## config.mk

```make
export PLATFORM = sky130hd
export DESIGN_NAME = mrfft_addr_ctrl
export DESIGN_NICKNAME = d
export VERILOG_FILES = /design/src/rtl/mrfft_pkg.sv /design/src/rtl/mrfft_stage_cfg.sv /design/src/rtl/mrfft_seq_ctrl.sv /design/src/rtl/mrfft_addr_dp.sv /design/src/rtl/mrfft_addr_ctrl.sv
export SDC_FILE = /design/constraint.sdc
export NUM_CORES = 1
export LEC_CHECK = 0
export BUFFER_PORTS_ARGS = -buffer_cell sky130_fd_sc_hd__buf_2
export CORE_UTILIZATION = 55
export CTS_CLUSTER_SIZE = 8
export DETAILED_ROUTE_END_ITERATION = 6
export GPL_ROUTABILITY_DRIVEN = 0
export HOLD_SLACK_MARGIN = 0.12
export PLACE_DENSITY = 0.76
export SLEW_MARGIN = 20
export SYNTH_ARGS = -nofsm -noshare
export SYNTH_HDL_FRONTEND = slang
export SYNTH_HIERARCHICAL = 1
export SYNTH_SLANG_ARGS = --single-unit
```

## constraint.sdc

```tcl
create_clock -name clk -period 21.7 [get_ports clk]
set_input_delay 0 -clock clk [delete_from_list [all_inputs] [get_ports clk]]
set_output_delay 0 -clock clk [all_outputs]
set_load 0.005 [all_outputs]
```

## src/rtl/mrfft_pkg.sv

```systemverilog
package mrfft_pkg;

  typedef enum logic [1:0] {
    ST_IDLE,
    ST_RUN,
    ST_GAP
  } seqState_t;

  // strobes from the sequencing control to the address datapath
  typedef struct packed {
    logic issue;       // a read goes out this cycle
    logic finalStage;  // current stage is the last one
    logic bankSel;     // bank read in this stage
  } seqStrobe_t;

endpackage

```

## src/rtl/mrfft_stage_cfg.sv

```systemverilog
module mrfft_stage_cfg #(
  parameter int ADDR_W     = 13,
  parameter int MAX_STAGES = 13,
  parameter int RAD_W      = 3,
  parameter int STG_W      = 4
) (
  input  logic                        clk,
  input  logic                        rstN,
  input  logic                        load,
  input  logic [STG_W-1:0]            cfgStages,
  input  logic [MAX_STAGES*RAD_W-1:0] cfgRadix,
  input  logic [STG_W-1:0]            stageSel,
  output logic [STG_W-1:0]            numStages,
  output logic [RAD_W-1:0]            curRadix,
  output logic [ADDR_W:0]             curStride,
  output logic [ADDR_W:0]             totalSize
);

  logic [STG_W-1:0]            stagesQ;
  logic [MAX_STAGES*RAD_W-1:0] radixQ;
  logic [RAD_W-1:0]            eff [MAX_STAGES];
  logic [ADDR_W:0]             strideTab [MAX_STAGES];

  always_ff @(posedge clk or negedge rstN) begin
    if (!rstN) begin
      stagesQ <= '0;
      radixQ  <= '0;
    end else if (load) begin
      stagesQ <= cfgStages;
      radixQ  <= cfgRadix;
    end
  end

  // unused stage slots count as radix 1 so the products ignore them
  for (genvar s = 0; s < MAX_STAGES; s++) begin : g_eff
    assign eff[s] = (STG_W'(s) < stagesQ) ? radixQ[s*RAD_W +: RAD_W] : RAD_W'(1);
  end

  // stride of a stage = product of the radices after it
  assign strideTab[MAX_STAGES-1] = (ADDR_W+1)'(1);
  for (genvar s = 0; s < MAX_STAGES-1; s++) begin : g_stride
    assign strideTab[s] = strideTab[s+1] * (ADDR_W+1)'(eff[s+1]);
  end

  assign totalSize = strideTab[0] * (ADDR_W+1)'(eff[0]);
  assign numStages = stagesQ;
  assign curRadix  = eff[stageSel];
  assign curStride = strideTab[stageSel];

endmodule

```

## src/rtl/mrfft_seq_ctrl.sv

```systemverilog
module mrfft_seq_ctrl
  import mrfft_pkg::*;
#(
  parameter int ADDR_W  = 13,
  parameter int RAD_W   = 3,
  parameter int STG_W   = 4,
  parameter int MOD_LAT = 2
) (
  input  logic             clk,
  input  logic             rstN,
  input  logic             start,
  input  logic [STG_W-1:0] numStages,
  input  logic [RAD_W-1:0] curRadix,
  input  logic [ADDR_W:0]  curStride,
  input  logic [ADDR_W:0]  totalSize,
  output logic             load,
  output logic             busy,
  output logic             done,
  output logic [STG_W-1:0] stageIdx,
  output logic [RAD_W-1:0] kCnt,
  output logic [ADDR_W:0]  posCnt,
  output logic [ADDR_W:0]  blockBase,
  output seqStrobe_t       strobe
);

  localparam int GAP_LEN = MOD_LAT + 1;
  localparam int GW      = $clog2(GAP_LEN + 1);

  seqState_t       state;
  logic [GW-1:0]   gapCnt;
  logic [ADDR_W:0] span;
  logic            lastK, lastPos, lastBlock, finalStage;

  assign span       = curStride * (ADDR_W+1)'(curRadix);
  assign lastK      = (kCnt == curRadix - RAD_W'(1));
  assign lastPos    = (posCnt == curStride - (ADDR_W+1)'(1));
  assign lastBlock  = ({1'b0, blockBase} + {1'b0, span}) >= {1'b0, totalSize};
  assign finalStage = (stageIdx == numStages - STG_W'(1));

  assign busy = (state != ST_IDLE);
  assign load = start && (state == ST_IDLE);

  assign strobe.issue      = (state == ST_RUN);
  assign strobe.finalStage = finalStage;
  assign strobe.bankSel    = stageIdx[0];

  always_ff @(posedge clk or negedge rstN) begin
    if (!rstN) begin
      state     <= ST_IDLE;
      stageIdx  <= '0;
      kCnt      <= '0;
      posCnt    <= '0;
      blockBase <= '0;
      gapCnt    <= '0;
      done      <= 1'b0;
    end else begin
      done <= 1'b0;
      case (state)
        ST_IDLE: begin
          if (start) begin
            state     <= ST_RUN;
            stageIdx  <= '0;
            kCnt      <= '0;
            posCnt    <= '0;
            blockBase <= '0;
          end
        end
        ST_RUN: begin
          if (lastK) begin
            kCnt <= '0;
            if (lastPos) begin
              posCnt <= '0;
              if (lastBlock) begin
                state  <= ST_GAP;
                gapCnt <= '0;
              end else begin
                blockBase <= blockBase + span;
              end
            end else begin
              posCnt <= posCnt + (ADDR_W+1)'(1);
            end
          end else begin
            kCnt <= kCnt + RAD_W'(1);
          end
        end
        ST_GAP: begin
          if (gapCnt == GW'(GAP_LEN - 1)) begin
            blockBase <= '0;
            if (finalStage) begin
              state <= ST_IDLE;
              done  <= 1'b1;
            end else begin
              state    <= ST_RUN;
              stageIdx <= stageIdx + STG_W'(1);
            end
          end else begin
            gapCnt <= gapCnt + GW'(1);
          end
        end
        default: state <= ST_IDLE;
      endcase
    end
  end


  done_pulse_chk: assert property (@(posedge clk) disable iff (!rstN)
    done |=> !done);


  pos_in_stride_chk: assert property (@(posedge clk) disable iff (!rstN)
    strobe.issue |-> (posCnt < curStride));


  gap_quiet_chk: assert property (@(posedge clk) disable iff (!rstN)
    (state == ST_GAP) |=> (state != ST_RUN) || (stageIdx != $past(stageIdx)));

endmodule

```

## src/rtl/mrfft_addr_dp.sv

```systemverilog
module mrfft_addr_dp
  import mrfft_pkg::*;
#(
  parameter int ADDR_W  = 13,
  parameter int RAD_W   = 3,
  parameter int MOD_LAT = 2
) (
  input  logic              clk,
  input  logic              rstN,
  input  seqStrobe_t        strobe,
  input  logic [RAD_W-1:0]  kCnt,
  input  logic [ADDR_W:0]   posCnt,
  input  logic [ADDR_W:0]   blockBase,
  input  logic [ADDR_W:0]   curStride,
  input  logic [ADDR_W:0]   totalSize,
  output logic              rdEn,
  output logic              rdBank,
  output logic [ADDR_W-1:0] rdAddr,
  output logic [ADDR_W-1:0] twIdx,
  output logic              wrEn,
  output logic              wrBank,
  output logic [ADDR_W-1:0] wrAddr
);

  // one read-latency cycle plus the arithmetic module latency
  localparam int DLY = MOD_LAT + 1;

  logic [ADDR_W:0]   rdAddrFull;
  logic [ADDR_W:0]   twFull;
  logic              vQ [DLY];
  logic              bQ [DLY];
  logic [ADDR_W-1:0] aQ [DLY];

  assign rdAddrFull = blockBase + posCnt + curStride * (ADDR_W+1)'(kCnt);
  assign twFull     = (ADDR_W+1)'(kCnt) * posCnt;

  assign rdEn   = strobe.issue;
  assign rdBank = strobe.bankSel;
  assign rdAddr = rdAddrFull[ADDR_W-1:0];
  assign twIdx  = strobe.finalStage ? '0 : twFull[ADDR_W-1:0];

  always_ff @(posedge clk or negedge rstN) begin
    if (!rstN) begin
      for (int i = 0; i < DLY; i++) begin
        vQ[i] <= 1'b0;
        bQ[i] <= 1'b0;
        aQ[i] <= '0;
      end
    end else begin
      vQ[0] <= strobe.issue;
      bQ[0] <= ~strobe.bankSel;
      aQ[0] <= rdAddr;
      for (int i = 1; i < DLY; i++) begin
        vQ[i] <= vQ[i-1];
        bQ[i] <= bQ[i-1];
        aQ[i] <= aQ[i-1];
      end
    end
  end

  assign wrEn   = vQ[DLY-1];
  assign wrBank = bQ[DLY-1];
  assign wrAddr = aQ[DLY-1];


  rd_addr_range_chk: assert property (@(posedge clk) disable iff (!rstN)
    rdEn |-> (rdAddrFull < totalSize));


  bank_split_chk: assert property (@(posedge clk) disable iff (!rstN)
    (rdEn && wrEn) |-> (rdBank != wrBank));


  tw_range_chk: assert property (@(posedge clk) disable iff (!rstN)
    rdEn |-> (twFull < totalSize));


  wr_addr_range_chk: assert property (@(posedge clk) disable iff (!rstN)
    wrEn |-> ({1'b0, wrAddr} < totalSize));

endmodule

```

## src/rtl/mrfft_addr_ctrl.sv

```systemverilog
module mrfft_addr_ctrl
  import mrfft_pkg::*;
#(
  parameter int ADDR_W     = 13,
  parameter int MAX_STAGES = 13,
  parameter int MOD_LAT    = 2,
  localparam int RAD_W     = 3,
  localparam int STG_W     = $clog2(MAX_STAGES + 1)
) (
  input  logic                        clk,
  input  logic                        rstN,
  input  logic                        start,
  input  logic [STG_W-1:0]            cfgStages,
  input  logic [MAX_STAGES*RAD_W-1:0] cfgRadix,
  output logic                        busy,
  output logic                        done,
  output logic                        rdEn,
  output logic                        rdBank,
  output logic [ADDR_W-1:0]           rdAddr,
  output logic [ADDR_W-1:0]           twIdx,
  output logic [STG_W-1:0]            stageIdx,
  output logic [RAD_W-1:0]            stageRadix,
  output logic                        wrEn,
  output logic                        wrBank,
  output logic [ADDR_W-1:0]           wrAddr
);

  logic             load;
  logic [STG_W-1:0] numStages;
  logic [RAD_W-1:0] curRadix;
  logic [ADDR_W:0]  curStride;
  logic [ADDR_W:0]  totalSize;
  logic [RAD_W-1:0] kCnt;
  logic [ADDR_W:0]  posCnt;
  logic [ADDR_W:0]  blockBase;
  seqStrobe_t       strobe;

  mrfft_stage_cfg #(
    .ADDR_W(ADDR_W), .MAX_STAGES(MAX_STAGES), .RAD_W(RAD_W), .STG_W(STG_W)
  ) u_cfg (
    .clk(clk), .rstN(rstN), .load(load),
    .cfgStages(cfgStages), .cfgRadix(cfgRadix), .stageSel(stageIdx),
    .numStages(numStages), .curRadix(curRadix),
    .curStride(curStride), .totalSize(totalSize)
  );

  mrfft_seq_ctrl #(
    .ADDR_W(ADDR_W), .RAD_W(RAD_W), .STG_W(STG_W), .MOD_LAT(MOD_LAT)
  ) u_ctrl (
    .clk(clk), .rstN(rstN), .start(start),
    .numStages(numStages), .curRadix(curRadix),
    .curStride(curStride), .totalSize(totalSize),
    .load(load), .busy(busy), .done(done), .stageIdx(stageIdx),
    .kCnt(kCnt), .posCnt(posCnt), .blockBase(blockBase), .strobe(strobe)
  );

  mrfft_addr_dp #(
    .ADDR_W(ADDR_W), .RAD_W(RAD_W), .MOD_LAT(MOD_LAT)
  ) u_dp (
    .clk(clk), .rstN(rstN), .strobe(strobe),
    .kCnt(kCnt), .posCnt(posCnt), .blockBase(blockBase),
    .curStride(curStride), .totalSize(totalSize),
    .rdEn(rdEn), .rdBank(rdBank), .rdAddr(rdAddr), .twIdx(twIdx),
    .wrEn(wrEn), .wrBank(wrBank), .wrAddr(wrAddr)
  );

  assign stageRadix = curRadix;


  start_ignored_chk: assert property (@(posedge clk) disable iff (!rstN)
    (busy && start) |=> ($stable(totalSize) && $stable(numStages)));


  start_busy_chk: assert property (@(posedge clk) disable iff (!rstN)
    (!busy && start) |=> (busy && rdEn));

endmodule

```

After elaboration in Yosys (flattened, before gate mapping). Cells that the tools add are included.

$add $sub $neg: 11. Multiply operators: 15. Divide/modulo/power cells: 0. Order comparisons: 15. Eq/ne operators: 14. Shift-type cells: 0. Mux-type cells: 51. Bitwise gates (word level): 2. Reduce and logical (&&, ||, !) cells: 13.

Operators by type and width (count): $mul A14 B3 Y14 (9); $mux W14 (9); $bmux W14 S4 (1); $mux W3 (17); $pmux W14 S3 (1); $pmux W14 S2 (1); $add A13 B13 Y13 (2); $lt A4 B4 Y1 const A (5); $mux W2 (9); $lt A3 B4 Y1 const A (4); $add A14 B14 Y15 (1); $ge A15 B14 Y1 (1); $add A14 B1 Y14 const B (1); $add A14 B14 Y14 (1); $eq A14 B14 Y1 (1); $mul A12 B3 Y14 (1); $mul A14 B3 Y13 (1); $mul A3 B14 Y13 (1); $sub A14 B1 Y14 const B (1); $mux W13 (1); $bmux W3 S4 (1); $mul A9 B3 Y12 (1); $mux W4 (3); $reduce_and A5 Y1 (2); other kinds (31) (46).

Bits in registers: 128. Bits in latches: 0. RAM bits: 0. Memory bits (read-only): 0. Output and inout port bits: 52. Word-level logic and storage cells: 139. Memories kept: 0.

Logic depth before layout (Yosys ltp). Gate-level depths: netlist of run 1.

Word-level depth: 23. Mapped depth: 105.

Hierarchy. Netlist of run 1, hierarchy kept.

By module, submodules not included: mrfft_stage_cfg (times used 1, cells each 1729, area each 14000.9 um^2); mrfft_seq_ctrl (times used 1, cells each 531, area each 4449.3 um^2); mrfft_addr_dp (times used 1, cells each 398, area each 3812.4 um^2).

Least setup slack after synthesis of run 1. OpenSTA, ideal clock, no wires.

Path type: reg2reg. Start point: reg u_cfg.stagesQ[3] (netlist: u_cfg/numStages[3]). End point: reg u_ctrl.blockBase[8]. Setup time: 128 ps. Arrival time: 21871 ps. Slack: -299 ps. Cell stages (with the launch flop): 99. Cells stage by stage: dfrtp_1 buf_2 clkbuf_1 nand2_1 nor2_1 and3_1 fa_1 ha_1 fa_1 xnor2_1 or2_2 fa_1 inv_1 ha_1 xor2_1 nand2b_1 fa_1 inv_1 [... 63 more ...] nor2_1 and2_1 fa_1 ha_1 a21oi_1 a21oi_1 xnor2_1 ha_1 xnor2_1 ha_1 nand3_1 o22ai_1 a2111oi_0 o211ai_1 and3b_1 buf_4 buf_8 mux2_1.

Elaborated cells on any way between the ends: 60. Classes of those cells: add/sub (4); mul (13); order compare (14); eq/ne (5); mux (23); reduce/logical (1).

RTL lines: from (decl) (line mrfft_stage_cfg.sv:19) `logic [STG_W-1:0] stagesQ;`; from (signal assigned) (line mrfft_stage_cfg.sv:29) `stagesQ <= cfgStages;`; $lt A4 B4 Y1 (line mrfft_stage_cfg.sv:36) `assign eff[s] = (STG_W'(s) < stagesQ) ? radixQ[s*RAD_W +: RAD_W] : RAD_W'(1);`; $mux W3 (line mrfft_stage_cfg.sv:36); $mul A3 B3 Y6 (line mrfft_stage_cfg.sv:42) `assign strideTab[s] = strideTab[s+1] * (ADDR_W+1)'(eff[s+1]);`; $mul A6 B3 Y9 (line mrfft_stage_cfg.sv:42); $mul A9 B3 Y12 (line mrfft_stage_cfg.sv:42); $mul A12 B3 Y14 (line mrfft_stage_cfg.sv:42); $mul A14 B3 Y14 (7 in series) (line mrfft_stage_cfg.sv:42); $bmux W14 S4 (*) (line mrfft_stage_cfg.sv:48) `assign curStride = strideTab[stageSel];`; $mux W14 (implied by the code) (*) (2 in series) (line mrfft_stage_cfg.sv:48); via curStride[12] (line mrfft_addr_ctrl.sv:31) `logic [ADDR_W:0] curStride;`; $mul A14 B3 Y14 (line mrfft_seq_ctrl.sv:34) `assign span = curStride * (ADDR_W+1)'(curRadix);`; $add A14 B14 Y15 (line mrfft_seq_ctrl.sv:37) `assign lastBlock = ({1'b0, blockBase} + {1'b0, span}) >= {1'b0, totalSize};`; $ge A15 B14 Y1 (line mrfft_seq_ctrl.sv:37); $ne A2 B2 Y1 (no source line); $reduce_and A6 Y1 (no source line) (*); to (signal assigned) (line mrfft_seq_ctrl.sv:77) `blockBase <= blockBase + span;`; to (decl) (line mrfft_seq_ctrl.sv:22) `output logic [ADDR_W:0] blockBase,`.

The timed path passes the listed nets; every way through them passes the cells marked *. The select of a mux whose other input is x is not followed. A chain may end at the register's enable or synchronous reset.

Final worst setup path of run 1.
Start point: reg u_cfg.stagesQ[0] (netlist: u_cfg/numStages[0]). End point: reg u_ctrl.blockBase[9].

Cells in the longest elaborated chain, start to end: 22. Elaborated cells on any way between the ends: 60. Classes of those cells: add/sub (4); mul (13); order compare (14); eq/ne (5); mux (23); reduce/logical (1).

RTL lines (line): $lt A4 B4 Y1 (mrfft_stage_cfg.sv:36); $mux W3 (mrfft_stage_cfg.sv:36); $mul A3 B3 Y6 (mrfft_stage_cfg.sv:42); $mul A6 B3 Y9 (mrfft_stage_cfg.sv:42); $mul A9 B3 Y12 (mrfft_stage_cfg.sv:42); $mul A12 B3 Y14 (mrfft_stage_cfg.sv:42); $mul A14 B3 Y14 (7 in series) (mrfft_stage_cfg.sv:42); $bmux W14 S4 (*) (mrfft_stage_cfg.sv:48); $mux W14 (implied by the code) (*) (2 in series) (mrfft_stage_cfg.sv:48); via curStride[4] (mrfft_addr_ctrl.sv:31); branches (longest 6 deep; another with $add A14 B14 Y15).

Mark *: on every way through the listed nets, which the timed path passes. The select of a mux whose other input is x is not followed.

==> flow_summary.json, run 1 <==
{
  "grt_usage_pct": 30.8,
  "worstSetupStartpointType": "flop",
  "grt_overflow": 0,
  "criticalPathCategory": "reg2reg",
  "cts_tree": "built",
  "outcome": "finished, final reports clean",
  "max_stage_delay_ns": 0.60,
  "crit_path_top_delay_cell": "fa_1",
  "io_buffers": 97,
  "layout.nets": 3369,
  "synth-main-ff-cell": "dfrtp_1",
  "p_leak_nw": 13.4,
  "die_w_um": 203,
  "cp_data_required_time_ns": 22.08,
  "path_common_cell": "fa_1",
  "layout_common_cells": "nand2_1, inv_1, nor2_1",
  "postRouteAntennaNets": 0,
  "end_kind": "flop",
  "ys_types": 96,
  "fin_crit_ns": 21.44,
  "grt_antenna_before_repair": 0,
  "io-pin-count": 98,
  "syn-instance-count": 2658,
  "wl_per_cell_um": 19.2,
  "cts_buffer_depth": 2,
  "synth_edf_count": 0,
  "syn_to_final_growth_pct": 21.8,
  "r2r_slack_ns": 0.26,
  "r2r_cells": 68,
  "rr_endpoint": "u_ctrl/blockBase[9]$_DFFE_PN0P_",
  "setup_viol": 0,
  "yosysTopAreaCell": "fa_1",
  "finalMaxSlewViolations": 0,
  "multiInputGateArea_mm2": 0.0189,
  "cp.arrival_ns": 21.82,
  "drc": 0,
  "relSlewSlack_pct": 31.7,
  "hold_depth": 5,
  "hold_path.class": "in2reg",
  "initial_utilization_pct": 55.9,
  "clk_pin_slew_ns": 0.07,
  "drive_gt1_share_pct": 23.9,
  "place_area_mm2": 0.0241,
  "cts_num_sinks": 128,
  "fin_skew_ns": 0.0172,
  "maxCapViolCount": 0,
  "ys_warn_count": 6,
  "synth-seq-area-share_pct": 14.4,
  "vias": 21000,
  "worstMarginPinSlew_ns": 1.02,
  "worstHoldEndpoint": "u_ctrl/posCnt[1]$_DFFE_PN0P_",
  "root_buffer": "clkbuf_16",
  "synth_area_leaders": "fa_1, dfrtp_1, ha_1",
  "viasPerCell": 6.04,
  "grt_pass1_vias": 20700,
  "synth_top_area_share_pct": 16.0,
  "avgSynthCellArea_um2": 8.38,
  "finalSetupTns_ns": 0,
  "cp_max_fo": 8,
  "drtPass1Iterations": 6,
  "cts_buffers": 17,
  "grt_pass1_wl_um": 101000,
  "ys_ff_latch": 128,
  "routed_wirelength_um": 66700,
  "hold_viol_final": 0,
  "fmax_ghz": 0.0466,
  "core-area_mm2": 0.0398,
  "dieArea_mm2": 0.0413,
  "area.sequential_mm2": 0.00321,
  "final_common_cell": "nand2_1",
  "dp.final_hpwl_um": 48000,
  "syn_nets": 3089,
  "netlist_area_mm2": 0.0223,
  "drtIter0Drc": 1849,
  "min_from": "start",
  "fillers": 2948,
  "async_reset_ff_share_pct": 100,
  "antenna_cells": 0,
  "grt_max_degree": 74,
  "fin_crit_sh_pct": 98.8,
  "clk_latency_ns": 0.51,
  "stdcell_area_mm2": 0.0271,
  "die_h_um": 203,
  "row_count": 73,
  "p_per_area_mw_per_mm2": 37.6,
  "irDropWorstVdd_mv": 0.0477,
  "r2r-start": "u_cfg/numStages[0]$_DFFE_PN0P_",
  "htreeDepth": 4
}
## cells in the mapped netlist, types with 21 or more instances
cell type,count
or2_2,21
dfrtp_1,128
o21ai_0,78
inv_1,286
ha_1,207
nand3_1,53
and3_1,38
and2_1,123
xor2_1,68
xnor2_1,127
nand2_1,307
nor3_1,41
nor2b_1,45
a21oi_1,118
mux2_2,54
a21o_1,44
nor2_1,244
mux4_2,32
fa_1,178
o21bai_1,26
a211oi_1,21
clkbuf_1,61
nand2b_1,33
a31oi_1,25
## worst max-delay path by stage
stage	from	endpoint	slack, ns	cells after the start
floorplan	u_cfg/numStages[3]$_DFFE_PN0P_	u_ctrl/blockBase[8]$_DFFE_PN0P_	0.003	97
global placement	u_cfg/numStages[1]$_DFFE_PN0P_	u_ctrl/blockBase[13]$_DFFE_PN0P_	0.09	95
detailed placement	u_cfg/numStages[1]$_DFFE_PN0P_	u_ctrl/blockBase[11]$_DFFE_PN0P_	-0.44	93
CTS	u_cfg/numStages[1]$_DFFE_PN0P_	u_ctrl/blockBase[11]$_DFFE_PN0P_	0.01	93
global route	u_cfg/numStages[0]$_DFFE_PN0P_	u_ctrl/blockBase[9]$_DFFE_PN0P_	-0.45	95
finish	u_cfg/numStages[0]$_DFFE_PN0P_	u_ctrl/blockBase[9]$_DFFE_PN0P_	0.26	68
## state kept, by name, summed over array words and instances, names as in the netlist
register          cells
u_ctrl/done           1
u_ctrl/blockBase     14
u_dp/bQ               2
u_dp/wrEn             1
u_cfg/numStages       4
u_cfg/radixQ         39
u_ctrl/kCnt           3
u_dp/aQ              26
u_ctrl/stageIdx       4
u_dp/wrAddr          13
u_dp/wrBank           1
u_ctrl/state          2
u_dp/vQ               2
u_ctrl/gapCnt         2
u_ctrl/posCnt        14
## per-stage QoR
stage                     hold slack (ns)  std cells  power (mW)  setup slack, ns  utilization [%]
after CTS                           0.197       3430        1.01           0.0131             64.2
after global routing                0.240       3476        1.08           -0.446             68.1
after global placement             0.0118       3341       0.673           0.0946             60.6
after detailed placement           0.0221       3341       0.692           -0.444             60.6
final                               0.223       3476        1.02            0.259             68.1
after floorplan                    -0.296       2658       0.572          0.00310                -
## critical path: cells and delay by family, from the launching register on
family | cells | cell delay (ns)
mux | 1 | 0.32
simple gates | 16 | 2.76
flops | 1 | 0.41
compound gates | 14 | 3.02
xor+xnor | 4 | 0.94
fa+ha+maj | 27 | 13.23
buf+inv | 6 | 0.62
## area by class of cell
class	instances	area share, %
clock buffer	17	1.57
tap	525	2.42
multi-input combinational	2139	69.7
inverter	286	3.96
sequential	128	11.8
clock inverter	15	0.655
timing repair buffer	366	9.87
## kinds of logic after synthesis
kind of cell / count (synthesis) / synth area share [%]
compound gates: 453 / 13.5
xor+xnor: 203 / 8.51
fa+ha+maj: 385 / 27.6
buf+inv: 391 / 7.38
flops: 128 / 14.4
mux: 112 / 7.21
simple gates: 986 / 21.4
## per-layer routing
layer  track usage [%]  wire, um
met1              36.5     25300
met3              5.98      4780
met5                 0         0
met4              17.5      4270
met2              52.3     32300
## power by group
group          switching, mW  leakage [nW]  total [mW]  internal (mW)
clock                  0.139         0.292       0.311          0.173
combinational          0.221          11.5       0.393          0.172
sequential            0.0482          1.61       0.316          0.268
total                  0.408          13.4        1.02          0.613
## timing repair
item | 4_1_cts | 5_1_grt
cloned | 0 | 1
endpoints found under the hold margin | 98 | 0
pin swaps | 20 | 127
setup buffers | 11 | 45
setup endpoints to repair | 18 | 35
hold buffers | 46 | 0
gates resized for setup | 50 | 205
(Power assumes the default switching activity.)
==> run 2: changes to the inputs <==
--- a/config.mk
+++ b/config.mk
@@ -10,6 +10,7 @@
 export CTS_CLUSTER_SIZE = 8
 export DETAILED_ROUTE_END_ITERATION = 6
 export GPL_ROUTABILITY_DRIVEN = 0
+export GPL_TIMING_DRIVEN = 0
 export HOLD_SLACK_MARGIN = 0.12
 export PLACE_DENSITY = 0.76
 export SLEW_MARGIN = 20
==> run 2 against run 1 <==
Effect of this change:
- hold slack better by 0.055 ns
- non-clock buffer count up 72
- combinational power up 7.4%
- clock power about the same
- the flow now finishes with violations (design-rule violations, negative setup slack)
- maximum frequency down 4.9%
- critical path type unchanged
==> flow_summary.json, run 2 (synthesis results as in run 1) <==
{
  "area.sequential_mm2": 0.00321,
  "drtPass1Iterations": 7,
  "vias": 22300,
  "cts_num_sinks": 128,
  "cts_buffer_depth": 2,
  "r2r_slack_ns": -0.83,
  "core-area_mm2": 0.0398,
  "initial_utilization_pct": 55.9,
  "grt_antenna_before_repair": 0,
  "regMostFlops": "u_cfg/radixQ",
  "p_leak_nw": 13.7,
  "max_stage_delay_ns": 0.69,
  "syn_to_final_growth_pct": 27.2,
  "r2r-start": "u_cfg/numStages[0]$_DFFE_PN0P_",
  "worstMarginPinSlew_ns": 1.32,
  "min_from": "cfgRadix[20]",
  "clk_latency_ns": 0.48,
  "power_mw": 1.04,
  "grt_max_degree": 82,
  "layout_setup_ws_ns": -0.834,
  "crit_path_top_delay_cell": "fa_1",
  "layout.nets": 3441,
  "multiInputGateArea_mm2": 0.0196,
  "drtIter0Drc": 2110,
  "hold_path.class": "in2reg",
  "finalSetupTns_ns": -12.46,
  "worstHoldEndpoint": "u_cfg/radixQ[20]$_DFFE_PN0P_",
  "end_kind": "flop",
  "grt_pass1_wl_um": 109000,
  "outcome": "finished, violations left",
  "grt_usage_pct": 33.8,
  "rsz0062_at_grt": "true",
  "antenna_cells": 0,
  "htreeDepth": 4,
  "path_common_cell": "buf_4",
  "cp.arrival_ns": 22.90,
  "row_count": 73,
  "fmax_ghz": 0.0444,
  "grt_overflow": 0,
  "fin_cells": 3548,
  "finalMaxSlewViolations": 0,
  "drive_gt1_share_pct": 26.2,
  "dp.final_hpwl_um": 49800,
  "criticalPathCategory": "reg2reg",
  "hold_viol_final": 0,
  "maxCapViolCount": 0,
  "irDropWorstVdd_mv": 0.0472,
  "stdcell_area_mm2": 0.0283,
  "r2r_cells": 110,
  "io_buffers": 97,
  "routed_wirelength_um": 74700,
  "top_regs": "u_cfg/radixQ: 39 flops, u_dp/aQ: 26 flops",
  "final_common_cell": "nand2_1",
  "relSlewSlack_pct": 11.2,
  "fillers": 2768,
  "worstSetupStartpointType": "flop",
  "fin_skew_ns": 0.00856,
  "dieArea_mm2": 0.0413,
  "cp_data_required_time_ns": 22.06,
  "die_w_um": 203,
  "fin_crit_sh_pct": 104,
  "cts_tree": "built",
  "largest_register_ffs": 39,
  "place_area_mm2": 0.0235,
  "rr_endpoint": "u_ctrl/blockBase[12]$_DFFE_PN0P_",
  "viasPerCell": 6.27,
  "p_per_area_mw_per_mm2": 36.7,
  "die_h_um": 203,
  "setup_viol": 20,
  "drc": 21,
  "layout_common_cells": "nand2_1, inv_1, nor2_1",
  "violations": "design-rule violations, negative setup slack",
  "cts_buffers": 17,
  "postRouteAntennaNets": 0,
  "grt_pass1_vias": 21500,
  "wl_per_cell_um": 21.1,
  "root_buffer": "clkbuf_16",
  "cp_max_fo": 8,
  "io-pin-count": 98,
  "clk_pin_slew_ns": 0.07,
  "pre_cts_ws_ns": -3.86,
  "placed_cells": 3281,
  "fin_crit_ns": 22.53,
  "hold_depth": 3
}
run 2: area by class of cell:
cell class	instances	area share (%)
Tap cell	525	2.32
Clock inverter	14	0.601
Clock buffer	18	1.52
Timing Repair Buffer	341	9.13
Buffer	97	2.19
Inverter	286	3.81
Sequential cell	128	11.3
Multi-Input combinational cell	2139	69.1
run 2: timing repair:
action | in CTS | in global routing
pin swaps | 84 | 155
setup endpoints to repair | 43 | 37
resized for setup | 236 | 179
buffers inserted | 130 | 67
hold buffers | 47 | 0
gates cloned | 1 | 0
endpoints found under the hold margin | 173 | 0
run 2: per-layer routing:
layer,global-route usage [%],share of wire [%]
met1,39.2,36
met2,57.3,48
met3,6.89,8.8
met4,20.9,7.2
met5,0,0
run 2: power breakdown:
| group | internal [mW] | total, mW | switching, mW |
|---|---|---|---|
| logic | 0.181 | 0.422 | 0.241 |
| registers | 0.269 | 0.305 | 0.0365 |
| clock network | 0.173 | 0.311 | 0.137 |
run 2: critical path, delay by kind of cell (launching register included):
| family | cells | cell delay (ns) |
|---|---|---|
| and+or+nand+nor | 17 | 2.85 |
| DFF | 1 | 0.42 |
| adders and majority gates | 19 | 7.35 |
| muxes | 4 | 1.34 |
| AOI/OAI and AO/OA | 10 | 2.24 |
| xor gates and xnor gates | 6 | 1.35 |
| buffers and inverters | 54 | 6.81 |
run 2: worst max-delay path by stage:
stage | startpoint | endpoint | slack, ns | cells past startpoint
2_1_floorplan | u_cfg/numStages[3]$_DFFE_PN0P_ | u_ctrl/blockBase[8]$_DFFE_PN0P_ | 0.003 | 97
3_3_place_gp | u_cfg/numStages[3]$_DFFE_PN0P_ | u_ctrl/blockBase[12]$_DFFE_PN0P_ | -3.44 | 97
3_5_place_dp | u_cfg/numStages[3]$_DFFE_PN0P_ | u_ctrl/blockBase[10]$_DFFE_PN0P_ | -3.86 | 99
4_1_cts | u_cfg/numStages[3]$_DFFE_PN0P_ | u_ctrl/blockBase[9]$_DFFE_PN0P_ | -0.11 | 80
5_1_grt | u_cfg/numStages[0]$_DFFE_PN0P_ | u_ctrl/blockBase[12]$_DFFE_PN0P_ | -1.32 | 96
6_report | u_cfg/numStages[0]$_DFFE_PN0P_ | u_ctrl/blockBase[12]$_DFFE_PN0P_ | -0.83 | 110
run 2: per-stage QoR:
stage	util, %	hold slack, ns
after floorplan	-	-0.296
after global placement	58.8	0.231
after detailed placement	58.9	-0.0528
after CTS	67.7	0.240
after global routing	71.1	0.279
final	71.1	0.277
